## src/rtl/evt_irq_pkg.sv

```systemverilog
package evt_irq_pkg;
    localparam int NUM_CH = 32;
    localparam int ADDR_W = 2;

    typedef logic [NUM_CH-1:0] ch_vec_t;

    typedef enum logic [ADDR_W-1:0] {
        SEL_PRIO = 2'd0,
        SEL_EN   = 2'd1,
        SEL_HI   = 2'd2,
        SEL_LO   = 2'd3
    } reg_sel_e;

    typedef struct packed {
        ch_vec_t prio;
        ch_vec_t en;
    } cfg_t;

    function automatic ch_vec_t group_mask(input ch_vec_t pend, input cfg_t cfg, input logic hi);
        return pend & cfg.en & (hi ? cfg.prio : ~cfg.prio);
    endfunction
endpackage

```

## src/rtl/evt_cfg_regs.sv

```systemverilog
module evt_cfg_regs
    import evt_irq_pkg::*;
(
    input  logic              clk,
    input  logic              rst,
    input  logic              wr_en,
    input  logic [ADDR_W-1:0] addr,
    input  ch_vec_t           wr_data,
    output cfg_t              cfg
);
    always_ff @(posedge clk) begin
        if (rst) begin
            cfg <= '0;
        end else if (wr_en) begin
            case (reg_sel_e'(addr))
                SEL_PRIO: cfg.prio <= wr_data;
                SEL_EN:   cfg.en   <= wr_data;
                default:  ;
            endcase
        end
    end
endmodule

```

## src/rtl/evt_latch_bank.sv

```systemverilog
module evt_latch_bank
    import evt_irq_pkg::*;
(
    input  logic    clk,
    input  logic    rst,
    input  ch_vec_t evt_i,
    input  ch_vec_t en,
    input  ch_vec_t clr,
    output ch_vec_t pend
);
    ch_vec_t evt_q;
    ch_vec_t set_v;

    always_ff @(posedge clk) begin
        if (rst) evt_q <= '0;
        else     evt_q <= evt_i;
    end

    for (genvar n = 0; n < NUM_CH; n++) begin : g_ch
        assign set_v[n] = evt_i[n] & ~evt_q[n] & en[n];
        always_ff @(posedge clk) begin
            if (rst)           pend[n] <= 1'b0;
            else if (set_v[n]) pend[n] <= 1'b1;
            else if (clr[n])   pend[n] <= 1'b0;
        end
    end

    assert_no_set_when_disabled_R3: assert property (@(posedge clk) disable iff (rst)
        ((pend & ~$past(pend) & ~$past(en)) == '0));

    assert_set_beats_clear_R7: assert property (@(posedge clk) disable iff (rst)
        (set_v != '0) |=> ((pend & $past(set_v)) == $past(set_v)));

    assert_sticky_until_clear_R2: assert property (@(posedge clk) disable iff (rst)
        ((~pend & $past(pend) & ~$past(clr)) == '0));
endmodule

```

## src/rtl/evt_rd_port.sv

```systemverilog
module evt_rd_port
    import evt_irq_pkg::*;
(
    input  logic              clk,
    input  logic              rst,
    input  logic              rd_en,
    input  logic [ADDR_W-1:0] addr,
    input  cfg_t              cfg,
    input  ch_vec_t           pend,
    output ch_vec_t           clr,
    output ch_vec_t           rd_data
);
    ch_vec_t hi_vec;
    ch_vec_t lo_vec;
    ch_vec_t rd_mux;

    assign hi_vec = group_mask(pend, cfg, 1'b1);
    assign lo_vec = group_mask(pend, cfg, 1'b0);

    always_comb begin
        rd_mux = '0;
        clr    = '0;
        case (reg_sel_e'(addr))
            SEL_PRIO: rd_mux = cfg.prio;
            SEL_EN:   rd_mux = cfg.en;
            SEL_HI:   begin rd_mux = hi_vec; clr = rd_en ? hi_vec : '0; end
            SEL_LO:   begin rd_mux = lo_vec; clr = rd_en ? lo_vec : '0; end
            default:  ;
        endcase
    end

    always_ff @(posedge clk) begin
        if (rst)        rd_data <= '0;
        else if (rd_en) rd_data <= rd_mux;
    end

    assert_hi_read_returns_R5: assert property (@(posedge clk) disable iff (rst)
        (rd_en && addr == SEL_HI) |=> (rd_data == $past(pend & cfg.en & cfg.prio)));
endmodule

```

## src/rtl/evt_irq_aggregator.sv

```systemverilog
module evt_irq_aggregator
    import evt_irq_pkg::*;
(
    input  logic              clk,
    input  logic              rst,
    input  logic [NUM_CH-1:0] evt_i,
    input  logic              wr_en,
    input  logic              rd_en,
    input  logic [ADDR_W-1:0] addr,
    input  logic [NUM_CH-1:0] wr_data,
    output logic [NUM_CH-1:0] rd_data,
    output logic              irq_hi_o,
    output logic              irq_lo_o
);
    cfg_t    cfg;
    ch_vec_t pend;
    ch_vec_t clr;

    evt_cfg_regs u_cfg (
        .clk(clk), .rst(rst), .wr_en(wr_en), .addr(addr),
        .wr_data(wr_data), .cfg(cfg)
    );

    evt_latch_bank u_latch (
        .clk(clk), .rst(rst), .evt_i(evt_i), .en(cfg.en),
        .clr(clr), .pend(pend)
    );

    evt_rd_port u_rd (
        .clk(clk), .rst(rst), .rd_en(rd_en), .addr(addr), .cfg(cfg),
        .pend(pend), .clr(clr), .rd_data(rd_data)
    );

    assign irq_hi_o = |group_mask(pend, cfg, 1'b1);
    assign irq_lo_o = |group_mask(pend, cfg, 1'b0);

    assert_lines_clear_after_reset_R1: assert property (@(posedge clk)
        $past(rst) |-> (!irq_hi_o && !irq_lo_o && rd_data == '0));
endmodule

```

## config.mk

```make
export PLATFORM = sky130hd
export DESIGN_NAME = evt_irq_aggregator
export DESIGN_NICKNAME = d
export VERILOG_FILES = /design/src/rtl/evt_irq_pkg.sv /design/src/rtl/evt_cfg_regs.sv /design/src/rtl/evt_latch_bank.sv /design/src/rtl/evt_rd_port.sv /design/src/rtl/evt_irq_aggregator.sv
export SDC_FILE = /design/constraint.sdc
export NUM_CORES = 1
export LEC_CHECK = 0
export ABC_AREA = 1
export CELL_PAD_IN_SITES_DETAIL_PLACEMENT = 0
export CELL_PAD_IN_SITES_GLOBAL_PLACEMENT = 1
export CORE_MARGIN = 4
export CORE_UTILIZATION = 35
export DETAILED_ROUTE_END_ITERATION = 16
export PLACE_DENSITY = 0.88
export SLEW_MARGIN = 20
export SYNTH_ARGS = -nofsm -noshare
export SYNTH_HDL_FRONTEND = slang
export SYNTH_SLANG_ARGS = --single-unit
```

## constraint.sdc

```tcl
create_clock -name clk -period 1 [get_ports clk]
set_input_delay 0.15 -clock clk [delete_from_list [all_inputs] [get_ports clk]]
set_output_delay 0.15 -clock clk [all_outputs]
set_load 0.01 [all_outputs]
```

==> results.txt <==
The run finished, with violations left. The checks that failed: negative setup slack. The cell at the root of the clock tree is sky130_fd_sc_hd__clkbuf_16.

Clock latency on the worst-skew pair, taken at its later pin, is 0.43 ns. The worst hold path class was input pin to flop. The tools report the count of TritonRoute iterations in the first routing pass as 5. Slew of the pin with the lowest slew margin: 0.2792 ns. The run gives 1,424 as the net count reported at finish. TritonCTS built the clock tree. Across all layers, the routed design uses 8,219 vias. The complex-gate fraction of the synthesized area is 18.77%, and the longest individual stage delay on the worst path is 0.32 ns.

Number of rows created at floorplan: 53. Hold repair after CTS inserted 0 buffers. CTS built an H-tree with a depth of 4.

Summing all multi-input logic gate instances after layout gives 4486 um^2. The tools report the worst relative slew slack as 81.26%. After clock tree synthesis, the clock-pin slew on the worst setup and hold paths is 0.07 ns. Static timing analysis puts the maximum clock frequency at 587.5 MHz. The main combinational cell family by area after synthesis is simple AND/OR/NAND/NOR gates.

Counting along the longest clock path gives a buffer depth of 2. The number of pins exceeding their max-slew limit in the final report is 0, and the first-pass GRT wire length is 39.68 mm. Summed over all nets, the half-perimeter wirelength after detailed placement is 16.38 mm. The share of final-layout standard cells stronger than drive strength 1 came out at 41.77%. The layout has 1,958 filler cells. The critical path in this run is classified as flop to primary output. Maximum vdd drop: 0.0009531 V. The run gives 21,220 um^2 as the area of the core region. The adder-cell share of the synthesized area was 0%; the worst path arrival time was 1.55 ns. Counting both buffers and inverters, the worst setup path holds a total of 2.

The average instance in the mapped netlist occupies 6.671 um^2. Setup repair after global routing could not meet its margin everywhere. The final setup violation count was 59. Once layout is done, the placed cells without fillers occupy 11,920 um^2. In this run the static leakage power is 4.920 nW.

The number of antenna diodes in the final layout is 0. The post-route total power is 0.01645 W. STA classifies the critical path startpoint as a flop. In the final routed layout, each cell accounts on average for 15.54 um. Across the whole layout, storage elements account for 3422 um^2.

Global routing used 20.31% of the available tracks across all layers. The synthesized netlist devotes 29.10% of its cell area to simple gates. The routed design has 25.52 mm of wire. Leftover overflow at the end of global routing: 0.

The largest individual stage delay along the critical path comes from the cell sky130_fd_sc_hd__dfxtp_2. Once detail routing completed, the nets flagged for antenna violations numbered 0. The run gives -0.7022 ns as the final worst slack. The die covers 24,230 um^2.

For this run, design rule violations remaining after detail routing come to 0. Synthesis handed over a netlist of 1,144 instances. The clock drives 160 sinks. After layout, the minimum clock period comes to 1.702 ns. Summing the sequential cell areas from Yosys gives 41.97% of the chip area.

The die is 155.7 um wide. Entering global routing, the biggest net connects 35 pins. The synthesized netlist occupies a cell area of 7631 um^2.

Of the total synthesized cell area, the portion taken by XOR and XNOR cells is 0%. Initial core utilization: 35.96%. Walking the worst path, the cells encountered are buf_4 -> nand3_2 -> nand2_2 -> nor2_1 -> nand2_1 -> nor2_1 -> nand2_1 -> buf_2. The tools report the clock buffer count from CTS as 17. Multiplexer cells account for 0% of the synthesized area. The initial antenna violation count was 0. The worst setup path is captured at a primary output. Dividing the detail-routed via count by the number of cells gives 5.005. 104 I/O pins were placed. The floorplan die height works out to 155.7 um. The layout-stage area growth over the synthesis result came out at 56.22%. In the finished design, the share of the clock period the worst path needs comes to 170.2%. For this block, the initial DRC count from the detailed router was 400. The total of buffers placed on input and output ports is 103. The tool flagged a number of max-cap violations equal to 0.

The number of global-route vias before repair was 8,000; the post-placement cell area was 9881 um^2. For the final database, setup skew stands at 0.01288 ns. The hold violation total from the final report was 0; the yosys synthesis warning count was 0. In this run, synthesis produced a sequential element count of 160.

The weighted congestion at the end of routability-driven global placement is 0.8435, and the largest driver fanout on the critical path is 2. Synthesis produced a netlist with a net count of 1,214. STA puts the critical path data required time at 0.85 ns. Power spread over the standard cell area amounts to 1380 nW/um^2. In this design, the largest share of critical-path delay is due to simple AND/OR/NAND/NOR gates.

In this run, distinct cell masters in the synthesized netlist total 20.
sequential cells by signal (all words and copies together), names as in the netlist:
name,flops
u_latch.pend,32
u_rd.rd_data,32
u_cfg.cfg,64
u_latch.evt_q,32
cell type report:
type                    count  area share, %
clock buffers              20          3.747
repair buffers            256          21.60
flip-flops and latches    160          28.70
well taps                 275          2.886
multi-input cells         797          37.63
inverters                 122          3.904
clock inverters            12          1.532
logic make-up after synthesis:
group / count (synthesis)
buf+inv: 187
compound gates: 272
simple gates: 525
flops: 160
worst paths after layout:
| kind | from | end | cells after the start | slack [ns] |
|---|---|---|---|---|
| hold reg to reg | u_latch.evt_q[11] | u_latch.pend[11] | 3 | 0.48 |
| setup / recovery | u_latch.pend[19] | irq_lo_o | 8 | -0.70 |
| setup reg to reg | u_cfg.cfg[28] | u_rd.rd_data[28] | 8 | -0.09 |
| hold / removal | rst | u_cfg.cfg[22] | 4 | 0.18 |
synthesized netlist by cell type:
cell type / instances / area [um^2]
sky130_fd_sc_hd__nand3_2: 1 / 10.01
sky130_fd_sc_hd__buf_2: 12 / 60.06
sky130_fd_sc_hd__nand2_1: 219 / 822.0
sky130_fd_sc_hd__buf_4: 6 / 45.04
sky130_fd_sc_hd__a21oi_1: 109 / 545.5
sky130_fd_sc_hd__inv_1: 120 / 450.4
sky130_fd_sc_hd__nor2_4: 1 / 11.26
sky130_fd_sc_hd__o21ai_0: 134 / 670.6
sky130_fd_sc_hd__clkbuf_2: 4 / 20.02
sky130_fd_sc_hd__o21ai_1: 10 / 50.05
sky130_fd_sc_hd__dfxtp_1: 160 / 3203
sky130_fd_sc_hd__nand3_1: 174 / 870.8
sky130_fd_sc_hd__nor2_8: 1 / 20.02
sky130_fd_sc_hd__inv_2: 2 / 7.510
sky130_fd_sc_hd__buf_6: 4 / 45.04
sky130_fd_sc_hd__nor2_1: 128 / 480.5
sky130_fd_sc_hd__nand2_2: 1 / 6.260
sky130_fd_sc_hd__buf_1: 9 / 33.78
sky130_fd_sc_hd__a21oi_2: 19 / 166.4
sky130_fd_sc_hd__clkbuf_1: 30 / 112.6
per-stage QoR:
stage / setup slack (ns) / std cells / setup TNS (ns) / utilization [%] / hold WS [ns]
after floorplan: 0.01263 / 1144 / 0 / - / 0.2570
after global placement: -0.7348 / 1585 / -78.17 / 46.56 / 0.4699
after detailed placement: -0.7169 / 1585 / -78.95 / 46.56 / 0.4717
after CTS: -0.6987 / 1632 / -2.965 / 52.72 / 0.1522
after global routing: -0.8019 / 1642 / -7.288 / 56.18 / 0.1834
final: -0.7022 / 1642 / -2.835 / 56.18 / 0.1796
routing by layer:
metal	global-route usage (%)	part of all wire (%)
met5	0	0
met4	7.920	2.8
met3	3.800	5.2
met2	34.00	48
met1	25.98	44
cells in the final DEF, fill, tap and decap left out, types with 35 or more instances in the layout:
| cell | instances |
|---|---|
| sky130_fd_sc_hd__a21oi_1 | 96 |
| sky130_fd_sc_hd__buf_4 | 98 |
| sky130_fd_sc_hd__buf_6 | 69 |
| sky130_fd_sc_hd__clkdlybuf4s50_1 | 64 |
| sky130_fd_sc_hd__dfxtp_1 | 35 |
| sky130_fd_sc_hd__dfxtp_2 | 100 |
| sky130_fd_sc_hd__inv_1 | 97 |
| sky130_fd_sc_hd__nand2_1 | 177 |
| sky130_fd_sc_hd__nand2_2 | 36 |
| sky130_fd_sc_hd__nand3_1 | 108 |
| sky130_fd_sc_hd__nand3_2 | 63 |
| sky130_fd_sc_hd__nor2_1 | 83 |
| sky130_fd_sc_hd__o21ai_0 | 108 |
worst min-delay path: stages:
cell	delay [ns]
sky130_fd_sc_hd__buf_2	0.15
sky130_fd_sc_hd__inv_2	0.12
sky130_fd_sc_hd__o21ai_0	0.11
sky130_fd_sc_hd__a21oi_1	0.04
report_power, final:
group	switching (W)	total, W	internal (W)
Combinational	0.00123	0.00239	0.00115
Sequential	0.000280	0.00700	0.00672
Clock	0.00280	0.00706	0.00426
repair_timing:
item,CTS,global route
setup buffers,16,14
pin swaps,45,80
endpoints found under the hold margin,0,0
endpoints found under the setup margin,162,129
resized for setup,409,217
No activity file was read; power rests on OpenSTA's default activity.
